### src/rtl/byteword_alu_pkg.sv
package byteword_alu_pkg;
  typedef enum logic [2:0] {
    OP_ADD = 3'd0,
    OP_SUB = 3'd1,
    OP_AND = 3'd2,
    OP_OR  = 3'd3,
    OP_XOR = 3'd4,
    OP_INC = 3'd5,
    OP_NOT = 3'd6,
    OP_SHL = 3'd7
  } alu_op_e;

  localparam int F_C = 0;
  localparam int F_P = 1;
  localparam int F_A = 2;
  localparam int F_Z = 3;
  localparam int F_S = 4;
  localparam int F_O = 5;
  localparam int F_D = 6;
  localparam int F_I = 7;
  localparam int F_T = 8;
  localparam int NF  = 9;
  localparam int NCTL = 3;

  typedef struct packed {
    logic ovf;
    logic sgn;
    logic zer;
    logic aux;
    logic par;
    logic cry;
  } status_t;
endpackage

### src/rtl/alu_lane.sv
module alu_lane
  import byteword_alu_pkg::*;
#(
  parameter int W = 8
) (
  input  alu_op_e        op_i,
  input  logic [W-1:0]   a_i,
  input  logic [W-1:0]   b_i,
  input  logic           cry_old_i,
  output logic [W-1:0]   res_o,
  output logic           cry_o,
  output logic           ovf_o,
  output logic           aux_o
);
  localparam int MSB = W - 1;

  logic [W:0] wide;
  logic [4:0] nib;

  always_comb begin
    wide  = '0;
    nib   = '0;
    res_o = '0;
    cry_o = 1'b0;
    ovf_o = 1'b0;
    aux_o = 1'b0;
    unique case (op_i)
      OP_ADD: begin
        wide  = {1'b0, a_i} + {1'b0, b_i};
        nib   = {1'b0, a_i[3:0]} + {1'b0, b_i[3:0]};
        res_o = wide[W-1:0];
        cry_o = wide[W];
        aux_o = nib[4];
        ovf_o = (a_i[MSB] == b_i[MSB]) && (wide[MSB] != a_i[MSB]);
      end
      OP_SUB: begin
        wide  = {1'b0, a_i} - {1'b0, b_i};
        nib   = {1'b0, a_i[3:0]} - {1'b0, b_i[3:0]};
        res_o = wide[W-1:0];
        cry_o = wide[W];
        aux_o = nib[4];
        ovf_o = (a_i[MSB] != b_i[MSB]) && (wide[MSB] != a_i[MSB]);
      end
      OP_AND: res_o = a_i & b_i;
      OP_OR:  res_o = a_i | b_i;
      OP_XOR: res_o = a_i ^ b_i;
      OP_INC: begin
        wide  = {1'b0, a_i} + {{W{1'b0}}, 1'b1};
        nib   = {1'b0, a_i[3:0]} + 5'd1;
        res_o = wide[W-1:0];
        cry_o = cry_old_i;
        aux_o = nib[4];
        ovf_o = !a_i[MSB] && wide[MSB];
      end
      OP_NOT: res_o = ~a_i;
      OP_SHL: begin
        res_o = {a_i[W-2:0], 1'b0};
        cry_o = a_i[MSB];
        ovf_o = a_i[MSB] ^ a_i[MSB-1];
      end
      default: res_o = '0;
    endcase
  end
endmodule

### src/rtl/alu_status.sv
module alu_status
  import byteword_alu_pkg::*;
#(
  parameter int DW = 16,
  parameter int BW = 8
) (
  input  logic          word_i,
  input  logic [DW-1:0] res_i,
  input  logic          cry_i,
  input  logic          ovf_i,
  input  logic          aux_i,
  output status_t       st_o
);
  logic [DW-1:0] mask;

  assign mask = word_i ? {DW{1'b1}} : {{(DW-BW){1'b0}}, {BW{1'b1}}};

  always_comb begin
    st_o.cry = cry_i;
    st_o.ovf = ovf_i;
    st_o.aux = aux_i;
    st_o.zer = ((res_i & mask) == '0);
    st_o.sgn = word_i ? res_i[DW-1] : res_i[BW-1];
    st_o.par = ~^res_i[7:0];  // low byte only, any width
  end
endmodule

### src/rtl/flag_reg.sv
module flag_reg
  import byteword_alu_pkg::*;
(
  input  logic            clk_i,
  input  logic            rst_ni,
  input  logic            st_we_i,
  input  status_t         st_i,
  input  logic            ctl_we_i,
  input  logic [NCTL-1:0] ctl_i,
  output logic [NF-1:0]   flags_o
);
  status_t         st_q;
  logic [NCTL-1:0] ctl_q;

  always_ff @(posedge clk_i or negedge rst_ni) begin
    if (!rst_ni) begin
      st_q <= '0;
    end else if (st_we_i) begin
      st_q <= st_i;
    end
  end

  always_ff @(posedge clk_i or negedge rst_ni) begin
    if (!rst_ni) begin
      ctl_q <= '0;
    end else if (ctl_we_i) begin
      ctl_q <= ctl_i;
    end
  end

  always_comb begin
    flags_o      = '0;
    flags_o[F_C] = st_q.cry;
    flags_o[F_P] = st_q.par;
    flags_o[F_A] = st_q.aux;
    flags_o[F_Z] = st_q.zer;
    flags_o[F_S] = st_q.sgn;
    flags_o[F_O] = st_q.ovf;
    flags_o[F_D] = ctl_q[0];
    flags_o[F_I] = ctl_q[1];
    flags_o[F_T] = ctl_q[2];
  end
endmodule

### src/rtl/byteword_alu.sv
module byteword_alu
  import byteword_alu_pkg::*;
#(
  parameter int DW = 16,
  parameter int BW = 8
) (
  input  logic            clk_i,
  input  logic            rst_ni,
  input  logic [2:0]      op_i,
  input  logic            word_i,
  input  logic [DW-1:0]   a_i,
  input  logic [DW-1:0]   b_i,
  input  logic            flag_we_i,
  input  logic            ctl_we_i,
  input  logic [NCTL-1:0] ctl_i,
  output logic [DW-1:0]   result_o,
  output logic [NF-1:0]   flags_o
);
  localparam int NLANE = 2;  // lane 0 byte, lane 1 word

  alu_op_e       op;
  logic [DW-1:0] lane_res [NLANE];
  logic          lane_cry [NLANE];
  logic          lane_ovf [NLANE];
  logic          lane_aux [NLANE];
  status_t       st;

  assign op = alu_op_e'(op_i);

  for (genvar gi = 0; gi < NLANE; gi++) begin : g_lane
    localparam int LW = (gi == 0) ? BW : DW;
    logic [LW-1:0] r;

    alu_lane #(.W(LW)) u_lane (
      .op_i      (op),
      .a_i       (a_i[LW-1:0]),
      .b_i       (b_i[LW-1:0]),
      .cry_old_i (flags_o[F_C]),
      .res_o     (r),
      .cry_o     (lane_cry[gi]),
      .ovf_o     (lane_ovf[gi]),
      .aux_o     (lane_aux[gi])
    );

    if (LW < DW) begin : g_ext
      assign lane_res[gi] = {{(DW-LW){1'b0}}, r};
    end else begin : g_full
      assign lane_res[gi] = r;
    end
  end

  assign result_o = word_i ? lane_res[1] : lane_res[0];

  alu_status #(.DW(DW), .BW(BW)) u_status (
    .word_i (word_i),
    .res_i  (result_o),
    .cry_i  (word_i ? lane_cry[1] : lane_cry[0]),
    .ovf_i  (word_i ? lane_ovf[1] : lane_ovf[0]),
    .aux_i  (word_i ? lane_aux[1] : lane_aux[0]),
    .st_o   (st)
  );

  flag_reg u_flags (
    .clk_i    (clk_i),
    .rst_ni   (rst_ni),
    .st_we_i  (flag_we_i),
    .st_i     (st),
    .ctl_we_i (ctl_we_i),
    .ctl_i    (ctl_i),
    .flags_o  (flags_o)
  );
endmodule

### config.mk
export PLATFORM = sky130hd
export DESIGN_NAME = byteword_alu
export DESIGN_NICKNAME = d
export VERILOG_FILES = /design/src/rtl/byteword_alu_pkg.sv /design/src/rtl/alu_lane.sv /design/src/rtl/alu_status.sv /design/src/rtl/flag_reg.sv /design/src/rtl/byteword_alu.sv
export SDC_FILE = /design/constraint.sdc
export NUM_CORES = 1
export LEC_CHECK = 0
export ABC_AREA = 0
export BUFFER_PORTS_ARGS = -buffer_cell sky130_fd_sc_hd__clkbuf_2
export CELL_PAD_IN_SITES_DETAIL_PLACEMENT = 0
export CELL_PAD_IN_SITES_GLOBAL_PLACEMENT = 1
export CORE_ASPECT_RATIO = 0.7
export CORE_UTILIZATION = 42
export CTS_CLUSTER_SIZE = 16
export DETAILED_ROUTE_END_ITERATION = 16
export GPL_ROUTABILITY_DRIVEN = 1
export PLACE_DENSITY = 0.82
export SLEW_MARGIN = 30
export SYNTH_ARGS = -nofsm -noshare
export SYNTH_HDL_FRONTEND = slang
export SYNTH_SLANG_ARGS = --single-unit
### constraint.sdc
create_clock -name clk_i -period 3.8 [get_ports clk_i]
set_clock_uncertainty 0.05 [all_clocks]
set_input_delay 0.57 -clock clk_i [delete_from_list [all_inputs] [get_ports clk_i]]
set_output_delay 0.57 -clock clk_i [all_outputs]
set_load 0.01 [all_outputs]
# Word level (Yosys, flattened, before mapping)
# Index checks and enable logic that the tools add are counted.
# W data, S select, Z words.
[op_classes]
n_addsub = 9
eq_ne = 15
n_reduce_logical = 12
bitwise = 12
muxes = 12
[ops]
columns = ["op", "count"]
rows = [
  ["$pmux W16 S8", 1],
  ["$pmux W8 S8", 1],
  ["$and A16 B16 Y16", 2],
  ["$mux W16", 2],
  ["$add A16 B16 Y17", 1],
  ["$sub A16 B16 Y17", 1],
  ["$add A16 B1 Y16 const B", 1],
  ["$logic_not A16 Y1", 1],
  ["$not A16 Y16", 1],
  ["$or A16 B16 Y16", 1],
  ["$pmux W1 S4", 4],
  ["$xor A16 B16 Y16", 1],
  ["$eq A3 B3 Y1 const B", 4],
  ["$add A8 B8 Y9", 1],
  ["$sub A8 B8 Y9", 1],
  ["$add A8 B1 Y8 const B", 1],
  ["$and A8 B8 Y8", 1],
  ["$not A8 Y8", 1],
  ["$or A8 B8 Y8", 1],
  ["$reduce_xnor A8 Y1", 1],
  ["$xor A8 B8 Y8", 1],
  ["$eq A3 B2 Y1 const B", 2],
  ["$logic_and A1 B1 Y1", 6],
  ["$ne A1 B1 Y1", 6],
  ["other kinds (12)", 17],
]
[totals]
inputBits = 43
reg_bits = 9

# Logic depth before layout (Yosys ltp)
[depth]
ltp_word = 5
depth_mapped = 17
mapped_depth_nobuf = 17

# Hierarchy
# From an unflattened synthesis, not the netlist that was laid out.
[hier_totals]
cells_unflattened = 827
hier_area_um2 = 5723.0
[modules_own_cells]
columns = ["module", "area_per_inst_um2", "seq_area_each_um2", "cells_per_inst", "instances"]
rows = [
  ["alu_lane (g_lane[1].u_lane)", 3239.4, 0.0, 509, 1],
  ["alu_lane (g_lane[0].u_lane)", 1750.4, 0.0, 253, 1],
  ["flag_reg", 360.3, 225.2, 19, 1],
  ["byteword_alu", 207.7, 0.0, 21, 1],
  ["alu_status", 165.2, 0.0, 25, 1],
]

# Worst setup path before layout
# Ideal clock, no wire load.
[synth_timing]
path_kind = "input-to-output"
from = "in a_i[7]"
to = "out result_o[13]"
cell_stages = 10
required_ns = 3.180
arrival_time_ns = 2.822
slack_ns = 0.358
cell_sequence = "buf_2 > inv_1 > ha_1 > clkbuf_1 > or3_4 > a311oi_4 > a21oi_2 > a211o_1 > a2111oi_2 > a21o_1"
[synth_via]
elab_chain_len = 3
word_cells_on_any_way = 5
classes_between = "add/sub (3); mux (2)"
[synth_lines]
columns = ["item", "line", "source"]
rows = [
  ["from (decl)", "byteword_alu.sv:11", "input logic [DW-1:0] a_i,"],
  ["$add A16 B1 Y16, or another cell as far along", "alu_lane.sv:48", "wide = {1'b0, a_i} + {{W{1'b0}}, 1'b1};"],
  ["$pmux W16 S8 (*)", "alu_lane.sv:27", "unique case (op_i)"],
  ["$mux W16 (*)", "byteword_alu.sv:52", "assign result_o = word_i ? lane_res[1] : lane_res[0];"],
  ["to (decl)", "byteword_alu.sv:16", "output logic [DW-1:0] result_o,"],
]
# Every way passes the cells marked *; elsewhere a longest branch is shown, timed or not.

# Final worst setup path
[layout_timing]
from = "in a_i[6]"
to = "out result_o[13]"
# Same word-level chain as after synthesis.

==> impl_metrics.env <==
export IMPL_final_common_cell="nor2_1"
export IMPL_drt_total_wl_mm=16.9
export IMPL_synth_area_leaders="ha_1, nor2_1, a21oi_1, dfrtp_1, inv_1"
export IMPL_grt_pass1_wl_mm=25.8
export IMPL_synthesis_area_sq_um=4380
export IMPL_finalCriticalPeriod_ns=3.69
export IMPL_synth_top_area_cell="ha_1"
export IMPL_slew_violations=0
export IMPL_drtIter0Drc=541
export IMPL_mostFrequentLayoutCells="nor2_1, clkbuf_2, inv_1, ha_1, buf_4"
export IMPL_cts_tree="yes"
export IMPL_reg2reg_slack_ns=2.95
export IMPL_fp_row_count=30
export IMPL_io_pins=68
export IMPL_syn_to_final_growth_pct=20.6
export IMPL_r2r_start="u_flags.flags_o[2]"
export IMPL_finalCritPeriodShare=0.970
export IMPL_drive_gt1_frac=0.220
export IMPL_viasPerCell=6.12
export IMPL_grt_max_degree=43
export IMPL_status="completed"
export IMPL_grt_util_all_layers=0.313
export IMPL_drv_cap=0
export IMPL_clkTransAtPathRegs_ns=0.04
export IMPL_hpwl_mm=13.6
export IMPL_clkSinkCount=9
export IMPL_finalWeightedCongestion=0.983
export IMPL_hold_viol=0
export IMPL_vdd_drop_max_v=0.000148
export IMPL_startpoint="a_i[6]"
export IMPL_rr_worst_depth=2
export IMPL_hold_path_class="input port to async pin"
export IMPL_via_count=5294
export IMPL_syn_nets=750
export IMPL_critPathMaxFanout=7
export IMPL_setup_worst_path_end_class="output port"
export IMPL_powerDensity_nw_per_um2=210
export IMPL_avgSynthCellArea_sq_um=6.79
export IMPL_antenna_found_initial=0
export IMPL_fin_setup_tns_ns=0
export IMPL_die_h_um=87.4
export IMPL_tightestPinTransition_ns=0.566
export IMPL_cp_required_ns=3.18
export IMPL_r2r_end="u_flags.flags_o[2]"
export IMPL_synth_top_flop_cell="dfrtp_1"
export IMPL_setup_viol=0
export IMPL_yosysWarnings=0
export IMPL_slew_headroom=0.617
export IMPL_yosysSeqAreaShare=0.0514
export IMPL_rsz0062_at_grt="no"
export IMPL_clockRootBuffer="clkbuf_16"
export IMPL_port_buffer_count=67
export IMPL_post_drt_wl_per_cell_um=19.6
export IMPL_die_x_um=124
export IMPL_worstSetupPathType="input port to output port"
export IMPL_cts_buffer_depth=2
export IMPL_timing_fmax_ghz=0.271
export IMPL_synth_edf_count=0
export IMPL_synth_top_area_share=0.171
export IMPL_cts_made_buffers=3
export IMPL_layout_nets=843
export IMPL_clock_latency_ns=0.23
export IMPL_antenna_cells=0
export IMPL_final_util=0.533
export IMPL_ant_nets=0
export IMPL_drt_pass1_iter_count=5
export IMPL_ys_ff_latch=9
export IMPL_synth_cell_types=76
export IMPL_core_area_sq_um=9910
export IMPL_synth_cells=645
export IMPL_dieArea_sq_um=10800
export IMPL_cp_data_arrival_time_ns=3.07
export IMPL_h_tree_depth=1
export IMPL_grt_pass1_vias=4773
export IMPL_p_leak_uw=0.00251
export IMPL_cp_start_kind="input port"
export IMPL_drc=0
export IMPL_synth_async_reset_ratio=1.00
export IMPL_place_inst=860
export IMPL_start_util=0.442
export IMPL_fin_hold_ws_ns=0.155
export IMPL_fin_cells=865
export IMPL_grt_overflow_total=0
[worst max-delay path by stage]
| stage | end | depth (start not counted) |
|---|---|---|
| 2_1_floorplan | result_o[13] | 10 |
| 3_3_place_gp | u_flags.flags_o[3] | 15 |
| 3_5_place_dp | u_flags.flags_o[3] | 15 |
| 4_1_cts | result_o[15] | 12 |
| 5_1_grt | u_flags.flags_o[3] | 17 |
| 6_report | result_o[13] | 11 |
[critical path, cell delays in order]
cell,delay (ns)
clkbuf_2,0.17
inv_1,0.11
ha_2,0.36
nor2b_1,0.16
or3_4,0.38
a311oi_4,0.31
a21oi_2,0.08
a211o_1,0.28
a2111oi_2,0.38
a21o_1,0.14
clkbuf_2,0.13
[report_power, final]
part / switching [uW] / total, uW / internal, uW
Clock: 50.1 / 191 / 141
Sequential: 9.14 / 119 / 110
Combinational: 467 / 797 / 331
Total: 526 / 1110 / 582
[layout make-up]
| type | count | area [sq um] |
|---|---|---|
| Inverter | 59 | 221 |
| Multi-Input combinational cell | 538 | 3800 |
| Fill cell | 997 | 4630 |
| Clock buffer | 4 | 78.8 |
| Timing Repair Buffer | 127 | 798 |
| Sequential cell | 9 | 225 |
| Tap cell | 128 | 160 |
[routing by layer]
layer  GRT usage  share of wire  vias up
li1            -              -     2518
met5           0              0        -
met1       0.455           0.46     2451
met2       0.469           0.41      292
met3      0.0615           0.11       33
met4      0.0660          0.020        0
[logic make-up (layout without fill, tap and decap cells)]
kind of cell | count (synthesis) | count (layout) | share of synthesized area
XOR/XNOR | 21 | 21 | 0.0420
AO/OA/AOI/OAI | 199 | 199 | 0.309
multiplexers | 18 | 18 | 0.0486
AND/OR/NAND/NOR | 238 | 238 | 0.278
adder cells (fa/ha/maj) | 62 | 62 | 0.181
flip-flops | 9 | 9 | 0.0514
buffers and inverters | 98 | 190 | 0.0912
[metrics by stage]
stage / power [uW] / setup slack, ns / area, sq um
floorplan: 605 / 0.358 / 4380
global placement: 878 / 0.0195 / 5150
detailed placement: 886 / -0.171 / 5150
CTS: 1080 / 0.0272 / 5230
global route: 1190 / 0.00489 / 5280
finish: 1110 / 0.113 / 5280
[Yosys cell counts (5+ instances only)]
| cell | instances |
|---|---|
| and3_1 | 9 |
| and2_1 | 9 |
| mux2i_1 | 10 |
| o21bai_1 | 7 |
| clkbuf_1 | 17 |
| or3_1 | 6 |
| a31oi_1 | 11 |
| o31ai_1 | 5 |
| mux2_2 | 5 |
| nand2_1 | 45 |
| nor4_1 | 10 |
| nand3_1 | 11 |
| o22ai_1 | 9 |
| buf_2 | 16 |
| nor2b_1 | 14 |
| o21ai_0 | 44 |
| xor2_1 | 5 |
| nor3_1 | 20 |
| nor3b_1 | 7 |
| ha_1 | 60 |
| nand2b_1 | 9 |
| a21oi_1 | 49 |
| o211ai_1 | 5 |
| a211oi_1 | 11 |
| a21o_1 | 7 |
| dfrtp_1 | 9 |
| nor2_1 | 75 |
| xnor2_1 | 16 |
| inv_1 | 59 |
[flip-flops by register name, indices dropped and copies added (netlist names)]
name / cells
u_flags.ctl_q: 3
u_flags.flags_o: 6
[what timing repair did]
| item | in CTS | in global routing |
|---|---|---|
| buffers inserted | 0 | 1 |
| hold buffers | 0 | 0 |
| hold endpoints to repair | 0 | 0 |
| setup endpoints to repair | 0 | 6 |
| gates resized for setup | 0 | 12 |
No activity file was read; power rests on OpenSTA's default activity.
